### src/rtl/phy_link_pkg.sv
package phy_link_pkg;

    // Code driven by the PHY on the control bus
    typedef enum logic [1:0] {
        PCTL_IDLE    = 2'b00,
        PCTL_STATUS  = 2'b01,
        PCTL_RECEIVE = 2'b10,
        PCTL_GRANT   = 2'b11
    } phy_ctl_e;

    // Code driven by the link while it holds the control bus
    typedef enum logic [1:0] {
        LCTL_IDLE = 2'b00,
        LCTL_HOLD = 2'b01,
        LCTL_XMIT = 2'b10,
        LCTL_RSVD = 2'b11
    } link_ctl_e;

    typedef enum logic [1:0] {
        SPD_LOW  = 2'b00,
        SPD_MID  = 2'b01,
        SPD_HIGH = 2'b10,
        SPD_ALT  = 2'b11
    } speed_e;

    typedef enum logic [2:0] {
        OWN_IDLE,
        OWN_STATUS,
        OWN_RECV,
        OWN_GRANT,
        OWN_LINK
    } own_state_e;

    typedef enum logic [1:0] {
        DSEL_ZERO,
        DSEL_RX,
        DSEL_STATUS
    } dsel_e;

    typedef struct packed {
        phy_ctl_e ctl;
        logic     oe;
        dsel_e    dsel;
    } drive_t;

    localparam int STATUS_LANES = 2;

    // Pin drive set up for a given ownership state
    function automatic drive_t drive_for(own_state_e s);
        drive_t d;
        d.ctl  = PCTL_IDLE;
        d.oe   = 1'b1;
        d.dsel = DSEL_ZERO;
        case (s)
            OWN_STATUS: begin d.ctl = PCTL_STATUS;  d.dsel = DSEL_STATUS; end
            OWN_RECV:   begin d.ctl = PCTL_RECEIVE; d.dsel = DSEL_RX;     end
            OWN_GRANT:  d.ctl = PCTL_GRANT;
            OWN_LINK:   d.oe  = 1'b0;
            default:    d.ctl = PCTL_IDLE;
        endcase
        return d;
    endfunction

    function automatic logic link_gives_back(link_ctl_e c);
        return (c == LCTL_IDLE) || (c == LCTL_RSVD);
    endfunction

endpackage

### src/rtl/plink_lane_mask.sv
module plink_lane_mask
    import phy_link_pkg::*;
#(
    parameter int DATA_W      = 8,
    parameter int FIXED_LANES = 0
) (
    input  logic [1:0]        speed,
    input  logic [DATA_W-1:0] din,
    output logic [DATA_W-1:0] dout
);
    localparam int LANES_LOW = DATA_W / 4;
    localparam int LANES_MID = DATA_W / 2;

    logic [DATA_W-1:0] keep;

    generate
        if (FIXED_LANES > 0) begin : g_fixed
            logic unused_speed;
            assign unused_speed = ^speed;
            for (genvar i = 0; i < DATA_W; i++) begin : g_lane
                assign keep[i] = (i < FIXED_LANES);
            end
        end else begin : g_speed
            for (genvar i = 0; i < DATA_W; i++) begin : g_lane
                assign keep[i] = (speed == SPD_LOW) ? (i < LANES_LOW) :
                                 (speed == SPD_MID) ? (i < LANES_MID) : 1'b1;
            end
        end
    endgenerate

    assign dout = din & keep;
endmodule

### src/rtl/plink_grant_hold.sv
module plink_grant_hold (
    input  logic clk,
    input  logic rst,
    input  logic grant_req,
    input  logic grant_take,
    output logic grant_want
);
    logic pend_q;

    assign grant_want = pend_q | grant_req;

    always_ff @(posedge clk) begin
        if (rst) pend_q <= 1'b0;
        else     pend_q <= grant_want & ~grant_take;
    end
endmodule

### src/rtl/plink_owner_fsm.sv
module plink_owner_fsm
    import phy_link_pkg::*;
(
    input  logic       clk,
    input  logic       rst,
    input  logic       rx_valid,
    input  logic       st_valid,
    input  logic       grant_want,
    input  logic [1:0] link_ctl,
    output own_state_e state_q,
    output logic       grant_take,
    output dsel_e      dsel_nxt,
    output logic [1:0] ctl_q,
    output logic       oe_q
);
    own_state_e nxt;
    drive_t     drv_nxt;

    always_comb begin
        nxt        = state_q;
        grant_take = 1'b0;
        case (state_q)
            OWN_IDLE: begin
                if (rx_valid) begin
                    nxt = OWN_RECV;
                end else if (grant_want) begin
                    nxt        = OWN_GRANT;
                    grant_take = 1'b1;
                end else if (st_valid) begin
                    nxt = OWN_STATUS;
                end
            end
            OWN_STATUS: nxt = st_valid ? OWN_STATUS : OWN_IDLE;
            OWN_RECV:   nxt = rx_valid ? OWN_RECV : OWN_IDLE;
            OWN_GRANT:  nxt = OWN_LINK;
            OWN_LINK:   nxt = link_gives_back(link_ctl_e'(link_ctl)) ? OWN_IDLE : OWN_LINK;
            default:    nxt = OWN_IDLE;
        endcase
        drv_nxt  = drive_for(nxt);
        dsel_nxt = drv_nxt.dsel;
    end

    always_ff @(posedge clk) begin
        if (rst) begin
            state_q <= OWN_IDLE;
            ctl_q   <= PCTL_IDLE;
            oe_q    <= 1'b1;
        end else begin
            state_q <= nxt;
            ctl_q   <= drv_nxt.ctl;
            oe_q    <= drv_nxt.oe;
        end
    end
endmodule

### src/rtl/plink_tx_capture.sv
module plink_tx_capture
    import phy_link_pkg::*;
#(
    parameter int DATA_W = 8
) (
    input  logic              clk,
    input  logic              rst,
    input  logic              released,
    input  logic [1:0]        link_ctl,
    input  logic [DATA_W-1:0] masked_d,
    output logic              tx_valid,
    output logic [DATA_W-1:0] tx_data
);
    logic take;
    assign take = released && (link_ctl_e'(link_ctl) == LCTL_XMIT);

    always_ff @(posedge clk) begin
        if (rst) begin
            tx_valid <= 1'b0;
            tx_data  <= '0;
        end else begin
            tx_valid <= take;
            tx_data  <= take ? masked_d : '0;
        end
    end
endmodule

### src/rtl/phy_link_port.sv
module phy_link_port
    import phy_link_pkg::*;
#(
    parameter int DATA_W = 8
) (
    input  logic              clk,
    input  logic              rst,
    input  logic [1:0]        speed,
    input  logic              rx_valid,
    input  logic [DATA_W-1:0] rx_data,
    input  logic              st_valid,
    input  logic [DATA_W-1:0] st_data,
    input  logic              grant_req,
    input  logic [1:0]        ctl_i,
    input  logic [DATA_W-1:0] d_i,
    output logic [1:0]        ctl_o,
    output logic [DATA_W-1:0] d_o,
    output logic              bus_oe,
    output logic              tx_valid,
    output logic [DATA_W-1:0] tx_data
);
    own_state_e        state_q;
    logic              grant_want;
    logic              grant_take;
    dsel_e             dsel_nxt;
    logic [DATA_W-1:0] rx_m;
    logic [DATA_W-1:0] st_m;
    logic [DATA_W-1:0] tx_m;
    logic [DATA_W-1:0] d_q;

    plink_grant_hold u_hold (
        .clk        (clk),
        .rst        (rst),
        .grant_req  (grant_req),
        .grant_take (grant_take),
        .grant_want (grant_want)
    );

    plink_owner_fsm u_fsm (
        .clk        (clk),
        .rst        (rst),
        .rx_valid   (rx_valid),
        .st_valid   (st_valid),
        .grant_want (grant_want),
        .link_ctl   (ctl_i),
        .state_q    (state_q),
        .grant_take (grant_take),
        .dsel_nxt   (dsel_nxt),
        .ctl_q      (ctl_o),
        .oe_q       (bus_oe)
    );

    plink_lane_mask #(.DATA_W(DATA_W), .FIXED_LANES(0)) u_rx_mask (
        .speed (speed), .din (rx_data), .dout (rx_m)
    );

    plink_lane_mask #(.DATA_W(DATA_W), .FIXED_LANES(STATUS_LANES)) u_st_mask (
        .speed (speed), .din (st_data), .dout (st_m)
    );

    plink_lane_mask #(.DATA_W(DATA_W), .FIXED_LANES(0)) u_tx_mask (
        .speed (speed), .din (d_i), .dout (tx_m)
    );

    plink_tx_capture #(.DATA_W(DATA_W)) u_tx (
        .clk      (clk),
        .rst      (rst),
        .released (state_q == OWN_LINK),
        .link_ctl (ctl_i),
        .masked_d (tx_m),
        .tx_valid (tx_valid),
        .tx_data  (tx_data)
    );

    always_ff @(posedge clk) begin
        if (rst) begin
            d_q <= '0;
        end else begin
            case (dsel_nxt)
                DSEL_RX:     d_q <= rx_m;
                DSEL_STATUS: d_q <= st_m;
                default:     d_q <= '0;
            endcase
        end
    end

    assign d_o = d_q;
endmodule

### config.mk
export PLATFORM = sky130hd
export DESIGN_NAME = phy_link_port
export DESIGN_NICKNAME = d
export VERILOG_FILES = /design/src/rtl/phy_link_pkg.sv /design/src/rtl/plink_lane_mask.sv /design/src/rtl/plink_grant_hold.sv /design/src/rtl/plink_owner_fsm.sv /design/src/rtl/plink_tx_capture.sv /design/src/rtl/phy_link_port.sv
export SDC_FILE = /design/constraint.sdc
export NUM_CORES = 1
export LEC_CHECK = 0
export BUFFER_PORTS_ARGS = -buffer_cell sky130_fd_sc_hd__buf_2
export CAP_MARGIN = 20
export CORE_MARGIN = 8
export CORE_UTILIZATION = 37
export CTS_BUF_LIST = sky130_fd_sc_hd__clkbuf_8 sky130_fd_sc_hd__clkbuf_16
export DETAILED_ROUTE_END_ITERATION = 10
export PLACE_DENSITY = 0.76
export SETUP_SLACK_MARGIN = 0.5
export SKIP_CTS_REPAIR_TIMING = 1
export SYNTH_ARGS = -nofsm -noshare
export SYNTH_HDL_FRONTEND = slang
export SYNTH_SLANG_ARGS = --single-unit
export TNS_END_PERCENT = 50
### constraint.sdc
create_clock -name clk -period 1.65 [get_ports clk]
set_clock_uncertainty 0.05 [all_clocks]
set_input_delay 0.33 -clock clk [delete_from_list [all_inputs] [get_ports clk]]
set_output_delay 0.33 -clock clk [all_outputs]
set_load 0.1 [all_outputs]
# Word-level counts from Yosys, hierarchy flattened
# Index checks and enable logic that the tools add are counted.
# totals
ff_bits,24
in_bits,33
wordCells,49
out_inout_bits,20
# op_classes
eq_ne,13
n_mux,17
n_bitwise,6
reduce_logical,6
# op_table
operator,count
$and 8x8->8,2
$pmux 8 s2,1
$pmux 3 s5,1
$eq 3x2->1 const B,4
$mux 3,4
$mux 1,8
$eq 2x2->1 const B,3
$eq 3x1->1 const B,2
$eq 3x3->1 const B,2
$pmux 2 s3,1
$eq 2x1->1 const B,2
$logic_not 2->1,2
$pmux 2 s2,1
$logic_not 3->1,1
$mux 2,1
$not 1->1,2
$reduce_or 2->1,1
$and 1x1->1,1
$logic_and 1x1->1,1
$logic_or 1x1->1,1
$or 1x1->1,1

# Logic depth before layout (Yosys ltp)
# Gate-level depths: netlist (run 1).
# depth
ltp_word,8
mapped_depth,6
mapped_depth_nobuf,5

# Modules after synthesis
# Synthesis (run 1) repeated with hierarchy kept, for this count alone.
# hier_totals
hier_cells,107
area_unflattened_um2,1089.8
# modules_own_cells
mod,cells_per_inst,seq_area_each_um2,instances,area_per_inst_um2
phy_link_port,33,160.2,1,337.8
plink_owner_fsm,27,120.1,1,296.5
plink_tx_capture,19,180.2,1,247.7
plink_lane_mask (u_rx_mask ...),8,0.0,2,55.1
plink_lane_mask (u_st_mask),9,0.0,1,63.8
plink_grant_hold,3,20.0,1,33.8

# Worst setup path after synthesis (run 1)
# Ideal clock, no wire load.
# synth_path
path_kind,register to register
start,reg u_fsm.state_q[0]
end,reg d_q[4] (netlist: d_o[4])
setup_ns,0.115
path_stages_with_launch,6
required_ns,1.485
path_buffers,1
arrival_ns,1.550
period_less_slack_ns,1.714
slack_ns,-0.064
cell_sequence,dfxtp_1 > clkbuf_1 > or3_1 > ha_1 > and4bb_2 > and2_1
# synth_via
elab_chain_len,8
elab_cells_between_ends,15
classes_between,eq/ne (8); mux (6); reduce/logical (1)
# synth_rtl
item,line,text
start: declaration,plink_owner_fsm.sv:10,"output own_state_e state_q,"
start signal: assignment,plink_owner_fsm.sv:49,state_q <= nxt;
$mux 3,plink_owner_fsm.sv:29,end else if (st_valid) begin
$mux 3,plink_owner_fsm.sv:26,end else if (grant_want) begin
$mux 3,plink_owner_fsm.sv:24,if (rx_valid) begin
$pmux 3 s5 (*),plink_owner_fsm.sv:22,case (state_q)
$eq 3x2->1 or $eq 3x1->1 (tied branches),phy_link_pkg.sv:54,case (s)
$pmux 2 s2 (*),phy_link_pkg.sv:54,
$eq 2x2->1 or $eq 2x1->1 (tied branches),phy_link_port.sv:79,case (dsel_nxt)
$pmux 8 s2 (*),phy_link_port.sv:79,
end signal: assignment,phy_link_port.sv:80,DSEL_RX: d_q <= rx_m;
end signal: assignment,phy_link_port.sv:81,DSEL_STATUS: d_q <= st_m;
end: declaration,phy_link_port.sv:29,logic [DATA_W-1:0] d_q;
# Every way passes the cells marked *; elsewhere a longest branch is shown, timed or not.
# A chain may end at the register's enable or synchronous reset.

# Final worst setup path (run 1)
# layout_path
start,reg u_fsm.state_q[0]
end,reg d_q[7] (netlist: d_o[7])
# Same word-level chain as after synthesis.

==> results of run 1 <==
## metal layers
metal | share of wire | global-route usage | vias to the layer above
li1 | - | - | 404
met1 | 0.38 | 0.110 | 367
met2 | 0.52 | 0.180 | 28
met3 | 0.093 | 0.0567 | 2
met4 | 0.0092 | 0.0245 | 0
met5 | 0 | 0 | -
## worst min path at each step
stage | to | depth (start not counted) | slack [ns]
after floorplan | d_o[4]$_SDFF_PP0_ | 1 | 0.41
after global placement | u_hold.pend_q$_SDFF_PP0_ | 2 | 0.45
after detailed placement | u_hold.pend_q$_SDFF_PP0_ | 2 | 0.47
after CTS | d_o[4]$_SDFF_PP0_ | 2 | 0.23
after global routing | d_o[4]$_SDFF_PP0_ | 2 | 0.21
final | d_o[5]$_SDFF_PP0_ | 2 | 0.23
## flip-flops by register name, summed over array words and instances (netlist names)
| name | count |
|---|---|
| d_o | 8 |
| u_tx.tx_data | 8 |
| u_fsm.state_q | 3 |
| u_fsm.ctl_q | 2 |
| u_fsm.oe_q | 1 |
| u_hold.pend_q | 1 |
| u_tx.tx_valid | 1 |
## power groups by stage
| stage | Sequential (W) | Clock [W] | Combinational (W) |
|---|---|---|---|
| 4_1_cts | 0.000608 | 0.000387 | 0.000234 |
| 5_1_grt | 0.000611 | 0.000422 | 0.000297 |
| 2_1_floorplan | 0.000703 | 0 | 0.0000848 |
| 3_5_place_dp | 0.000622 | 0 | 0.000233 |
| 3_3_place_gp | 0.000621 | 0 | 0.000228 |
| 6_report | 0.000610 | 0.000389 | 0.000278 |
## layout make-up
type                    count  area (µm²)
inverters                   2        12.5
well taps                  28        35.0
multi-input cells          51         482
repair buffers             53         343
clock buffers               4        55.1
fillers                   184         790
flip-flops and latches     24         495
## metrics by stage
stage	area [µm²]	TNS, ns
finish	1420	0
global route	1420	0
CTS	1240	0
detailed placement	1190	-0.202
global placement	1190	-0.0972
floorplan	925	0
## Yosys cell counts, types with 2 or more instances
cell type / n / share of area
a22oi_1: 2 / 0.017
o2111a_1: 2 / 0.026
nor3b_1: 2 / 0.017
o221a_2: 2 / 0.026
inv_1: 2 / 0.0086
nor3_1: 12 / 0.069
dfxtp_1: 24 / 0.55
o21ai_0: 2 / 0.011
a2111oi_0: 2 / 0.020
ha_1: 3 / 0.043
nand2_1: 4 / 0.017
and2_1: 4 / 0.029
clkbuf_1: 3 / 0.013
nor2_1: 4 / 0.017
## logic make-up after synthesis
logic type,after synthesis,synth area share
AOI/OAI and AO/OA,16,0.155
adders and majority gates,3,0.0430
buffers and inverters,8,0.0402
DFF,24,0.551
and+or+nand+nor,32,0.211
==> results.json, run 1 <==
{
  "die_x_um": 64.6,
  "io_pins": 53,
  "wl_per_cell_um": 14.8,
  "root_buffer": "clkbuf_8",
  "cts_sinks": 24,
  "r2r-start": "u_fsm.state_q[0]$_SDFF_PP0_",
  "cts.clk_slew.worst_paths_ns": 0.09,
  "dp.cells": 156,
  "hold_slack_ns": 0.225,
  "power_w": 0.00128,
  "vias": 801,
  "track_usage": 0.105,
  "synth_edf_count": 0,
  "p_sw_frac": 0.280,
  "cp_num_buf_inv": 0,
  "min_from": "rx_data[5]",
  "crit_start": "u_fsm.state_q[0]$_SDFF_PP0_",
  "synthArstFlopShare": 0,
  "die_h_um": 64.6,
  "clockPowerShare": 0.304,
  "nets": 171,
  "wirelength_um": 2390,
  "start_util": 0.394,
  "fp.dieArea_mm2": 0.00417,
  "critPathSlowestCell": "or3_4",
  "maxSlewViolCount": 0,
  "worstSetupEndpointType": "register",
  "rrSetupSlack_ns": 0.10,
  "startpoint_type": "register",
  "cts-buffers-inserted": 3,
  "drv_cap": 0,
  "syn-num-nets": 119,
  "fin_crit_ns": 1.55,
  "ir_drop_v": 0.000849,
  "crit_family": "simple AND/OR/NAND/NOR gates",
  "grt_max_degree": 20,
  "relSlewSlack": 0.670,
  "p_sw_w": 0.000357,
  "min_period_over_period": 0.938,
  "hp-class": "input pin to register",
  "dr.first_iter.drc_count": 9,
  "worst_slack_ns": 0.103,
  "worstSetupEndpoint": "d_o[7]$_SDFF_PP0_",
  "vias_per_cell": 4.94,
  "clockBufferDepth": 2,
  "final_common_cell": "buf_2",
  "ys_ff_latch": 24,
  "critPathMaxStageDelay_ns": 0.38,
  "synth_flop_cell": "dfxtp_1",
  "yosys_warnings": 0,
  "share_comb_of_total_power": 0.218,
  "p_leak_nw": 0.622,
  "clk_latency_ns": 0.26,
  "ant_nets": 0,
  "cp_max_fo": 4,
  "numPortBuffers": 46,
  "grt_pass1_wl_um": 3660,
  "place_ws_ns": -0.0585,
  "antenna_cells": 0,
  "syn_inst": 83,
  "syn_avg_cell_area_um2": 10.5,
  "drive_above_1_share": 0.642,
  "status": "completed",
  "seqPwrFrac": 0.478,
  "mostFrequentLayoutCells": "buf_2 (42), dfxtp_1 (14), dfxtp_2 (9)",
  "crit_required_ns": 1.75,
  "hold_violations": 0,
  "antenna_found_initial": 0,
  "routabilityCongestion": 0.741,
  "worst_pin_slew_ns": 0.498,
  "seq_area_frac_synth": 0.551,
  "cts_tree": "built",
  "fmax_mhz": 646,
  "power.density_mw_per_mm2": 897,
  "syn_area_um2": 872,
  "cp.arrival_ns": 1.65,
  "first_pass_iters": 4,
  "core_mm2": 0.00221,
  "fin_cells": 162,
  "r2r_cells": 4,
  "worstSetupPathDepth": 4,
  "final_core_util": 0.643,
  "area_growth_pct": 63.1,
  "r2r-end": "d_o[7]$_SDFF_PP0_",
  "path_cells": "or3_4, ha_4, and4bb_2, and2_1",
  "p_int_w": 0.000920,
  "dpl.hpwl_um": 1750,
  "drc": 0,
  "grt_pass1_vias": 853,
  "setup_viol": 0,
  "grt-ovfl-total": 0,
  "rows": 17,
  "htreeDepth": 1,
  "rsz0062_at_grt": "yes",
  "path_class": "register to register",
  "yosysUniqueCellTypes": 29
}
(Power assumes the default switching activity.)
==> run 2, diff against run 1 <==
Settings changed: ABC_AREA set to 1, CORE_UTILIZATION 37 to 38, PLACE_DENSITY 0.76 to 0.77.
==> results.json, run 2 <==
{
  "wl_per_cell_um": 12.5,
  "crit_start": "u_fsm.state_q[1]$_SDFF_PP0_",
  "syn_avg_cell_area_um2": 7.90,
  "drv_cap": 0,
  "seq_area_frac_synth": 0.529,
  "cts_tree": "built",
  "yosys_warnings": 0,
  "first_pass_iters": 2,
  "fmax_mhz": 615,
  "fillers": 180,
  "grt_max_degree": 13,
  "ant_nets": 0,
  "cts-buffers-inserted": 3,
  "root_buffer": "clkbuf_8",
  "multi_input_area_um2": 422,
  "ir_drop_v": 0.000703,
  "final_core_util": 0.651,
  "wirelength_um": 2460,
  "rsz0062_at_grt": "yes",
  "hold_violations": 0,
  "path_class": "register to register",
  "core_mm2": 0.00223,
  "hp-class": "input pin to register",
  "p_leak_nw": 0.761,
  "yosys-top-cells-count": "nor2_1 (26), dfxtp_1 (24), inv_1 (20), nand2_1 (20), nand3_1 (12)",
  "relSlewSlack": 0.673,
  "yosys-top-cells-area": "dfxtp_1 (53%), nor2_1 (11%), inv_1 (8.3%), nand2_1 (8.3%), nand3_1 (6.6%)",
  "final_common_cell": "buf_2",
  "synthArstFlopShare": 0,
  "synth_largest_area_cell": "dfxtp_1",
  "start_util": 0.407,
  "finalSetupTns_ns": 0,
  "maxSlewViolCount": 0,
  "yosysMostFrequentCell": "nor2_1",
  "die_h_um": 64.9,
  "power.density_mw_per_mm2": 979,
  "postPlaceCellArea_mm2": 0.00121,
  "numPortBuffers": 46,
  "nets": 207,
  "grt-ovfl-total": 0,
  "die_x_um": 64.9,
  "cp_max_fo": 6,
  "grt_pass1_vias": 895,
  "synth_edf_count": 0,
  "ff_latch_area_um2": 504,
  "rrSetupSlack_ns": 0.03,
  "antenna_found_initial": 0,
  "crit_required_ns": 1.80,
  "dr.first_iter.drc_count": 16,
  "yosys.area.top_type_share": 0.529,
  "ys_ff_latch": 24,
  "startpoint_type": "register",
  "io_pins": 53,
  "vias": 886,
  "design_area_mm2": 0.00145,
  "syn-num-nets": 151,
  "r2r-start": "u_fsm.state_q[1]$_SDFF_PP0_",
  "setup_viol": 0,
  "dpl.hpwl_um": 1810,
  "htreeDepth": 1,
  "syn_area_um2": 908,
  "cp.arrival_ns": 1.77,
  "place_ws_ns": -0.0851,
  "mostFrequentLayoutCells": "buf_2 (39), nor2_1 (20), inv_1 (17)",
  "clockBufferDepth": 2,
  "drive_above_1_share": 0.550,
  "fp.dieArea_mm2": 0.00421,
  "vias_per_cell": 4.50,
  "status": "completed",
  "worstSetupEndpointType": "register",
  "yosysUniqueCellTypes": 14,
  "cts.clk_slew.worst_paths_ns": 0.07,
  "syn_inst": 115,
  "antenna_cells": 0,
  "routabilityCongestion": 0.882,
  "grt_pass1_wl_um": 3620,
  "rows": 17,
  "min_period_over_period": 0.985,
  "track_usage": 0.107,
  "min_from": "d_i[4]",
  "drc": 0,
  "clk_latency_ns": 0.25,
  "worst_slack_ns": 0.0251,
  "fin_crit_ns": 1.62,
  "area_growth_pct": 60.1,
  "synth_flop_cell": "dfxtp_1",
  "worst_pin_slew_ns": 0.494,
  "cts_sinks": 24
}
==> run 2: cell count changes after synthesis, moves of 4 or more <==
cell and change:
inv_1 +18, nand3_1 +12, nand2_1 +16, and2_1 -4, nor3_1 -12, nor2_1 +22
==> run 2: worst paths after layout <==
path / endpoint / depth (start not counted)
max: d_o[3]$_SDFF_PP0_ / 9
min: u_tx.tx_data[4]$_SDFF_PP0_ / 3
max reg2reg: d_o[3]$_SDFF_PP0_ / 9
min reg2reg: u_hold.pend_q$_SDFF_PP0_ / 4
==> run 2: power by group <==
part           leakage, nW  internal [W]  total [W]  switching, W
sequential           0.200      0.000611   0.000635     0.0000240
combinational        0.540      0.000163   0.000469      0.000306
clock               0.0216      0.000162   0.000318      0.000156
==> run 2: routing by layer <==
metal / vias to the layer above / part of all wire / track usage
met2: 36 / 0.48 / 0.184
met5: - / 0 / 0
met1: 387 / 0.37 / 0.0979
met3: 6 / 0.13 / 0.0550
met4: 0 / 0.024 / 0.0654
li1: 457 / - / -
==> run 2: through the flow <==
stage                     total power (W)  instances  hold WS [ns]
after CTS                         0.00134        193         0.227
after global routing              0.00150        197         0.237
final                             0.00142        197         0.234
after floorplan                  0.000921        115         0.345
after detailed placement          0.00101        190         0.503
after global placement            0.00100        190         0.499
==> run 2: cell families after synthesis <==
kind of cell	count (synthesis)	share of synthesized area
compound gates	2	0.0151
fa+ha+maj	3	0.0413
buf+inv	21	0.0868
flops	24	0.529
simple gates	65	0.328
==> run 2: worst max-delay path: stages, from the launching register on <==
cell	delay, ns
dfxtp_4	0.37
nor2_2	0.14
nand3_2	0.11
nor2_2	0.15
nor2_4	0.06
nor2_2	0.11
ha_4	0.22
nor2_4	0.17
nand2_2	0.09
nor2_2	0.10
==> run 2: cell type report <==
type / instances / area share
timing repair buffer: 51 / 0.256
clock buffer: 3 / 0.0284
multi-input combinational: 70 / 0.290
tap: 28 / 0.0241
inverter: 21 / 0.0542
sequential: 24 / 0.347
==> run 3, diff against run 2 <==
Settings changed: CORE_ASPECT_RATIO set to 1.1.
==> results.json, run 3 (same netlist as run 2, synthesis figures left out) <==
{
  "status": "finished with violations",
  "violations": "negative setup slack",
  "numPortBuffers": 46,
  "core_mm2": 0.00225,
  "htreeDepth": 1,
  "antenna_cells": 0,
  "cpMostUsedCell": "nand2_2",
  "drive_above_1_share": 0.637,
  "crit_required_ns": 1.79,
  "drv_cap": 0,
  "relSlewSlack": 0.855,
  "clk_latency_ns": 0.26,
  "start_util": 0.403,
  "vias_per_cell": 4.88,
  "postPlaceCellArea_mm2": 0.00122,
  "cts-buffers-inserted": 3,
  "hold_violations": 0,
  "clockBufferDepth": 2,
  "wl_per_cell_um": 17.5,
  "path_cells": "nand2_2, nor3_2, inv_1, nand2_2, nand2_2, ha_4, nor2_4, nand2_2, nor2_1",
  "worstSetupEndpointType": "register",
  "cp.arrival_ns": 1.85,
  "worst_slack_ns": -0.0600,
  "grt_pass1_wl_um": 3920,
  "ir_drop_v": 0.000551,
  "wirelength_um": 3470,
  "grt_pass1_vias": 893,
  "first_pass_iters": 4,
  "cts.clk_slew.worst_paths_ns": 0.08,
  "worst_pin_slew_ns": 0.216,
  "grt-ovfl-total": 0,
  "grt_max_degree": 13,
  "vias": 967,
  "track_usage": 0.112,
  "finalSetupTns_ns": -0.205,
  "maxSlewViolCount": 0,
  "crit_family": "simple AND/OR/NAND/NOR gates",
  "cts_sinks": 24,
  "ant_nets": 0,
  "area_growth_pct": 85.5,
  "power.density_mw_per_mm2": 897,
  "setup_viol": 7,
  "design_area_mm2": 0.00169,
  "die_h_um": 67.3,
  "min_period_over_period": 1.04,
  "fillers": 128,
  "cp_num_buf_inv": 1,
  "startpoint_type": "register",
  "nets": 206,
  "path_class": "register to register",
  "cp_max_fo": 6,
  "mostFrequentLayoutCells": "buf_2 (26), buf_12 (20), dfxtp_2 (19)",
  "critPathMaxStageDelay_ns": 0.39,
  "io_pins": 53,
  "p_leak_nw": 0.793,
  "root_buffer": "clkbuf_8",
  "place_ws_ns": -0.0332,
  "dpl.hpwl_um": 1870,
  "hp-class": "input pin to register",
  "rows": 18,
  "fmax_mhz": 585,
  "dr.first_iter.drc_count": 44,
  "critPathSlowestCell": "dfxtp_4",
  "die_x_um": 62.6,
  "drc": 0,
  "final_common_cell": "buf_2",
  "cts_tree": "built",
  "routabilityCongestion": 0.771,
  "fp.dieArea_mm2": 0.00421,
  "antenna_found_initial": 0,
  "rsz0062_at_grt": "yes",
  "fin_crit_ns": 1.71
}
-- run 3: area by class of cell --
cell class	instances	area [µm²]	share of cell area
timing repair buffer	50	561	0.333
multi-input combinational	70	452	0.268
sequential	24	515	0.306
tap	30	37.5	0.0223
clock buffer	3	41.3	0.0245
inverter	21	78.8	0.0468
-- run 3: where the power goes --
| group | leakage, nW | internal [W] | total [W] | switching, W |
|---|---|---|---|---|
| combinational | 0.566 | 0.000205 | 0.000536 | 0.000331 |
| clock | 0.0216 | 0.000163 | 0.000329 | 0.000166 |
| sequential | 0.205 | 0.000612 | 0.000646 | 0.0000345 |
-- run 3: routing by layer --
layer / track usage / share of wire
met5: 0 / 0
met4: 0.0769 / 0.036
met3: 0.0298 / 0.069
met2: 0.217 / 0.52
met1: 0.104 / 0.37
-- run 3: worst paths after layout --
check / from / to / slack [ns] / cells past startpoint
max: u_fsm.state_q[1]$_SDFF_PP0_ / d_o[3]$_SDFF_PP0_ / -0.06 / 9
min: d_i[0] / u_tx.tx_data[0]$_SDFF_PP0_ / 0.23 / 3
max reg2reg: u_fsm.state_q[1]$_SDFF_PP0_ / d_o[3]$_SDFF_PP0_ / -0.06 / 9
min reg2reg: u_fsm.state_q[1]$_SDFF_PP0_ / u_hold.pend_q$_SDFF_PP0_ / 0.61 / 4
-- run 3: stage by stage --
stage | utilization | cells | hold slack [ns] | power [W]
finish | 0.748 | 198 | 0.234 | 0.00151
global route | 0.748 | 198 | 0.226 | 0.00159
CTS | 0.559 | 196 | 0.227 | 0.00134
detailed placement | 0.541 | 193 | 0.499 | 0.00101
global placement | 0.541 | 193 | 0.494 | 0.00100
floorplan | - | 115 | 0.345 | 0.000921
-- run 3: worst min-delay path, delay by kind of cell --
family / cells / cell delay, ns
buffers and inverters: 2 / 0.14
and+or+nand+nor: 1 / 0.04
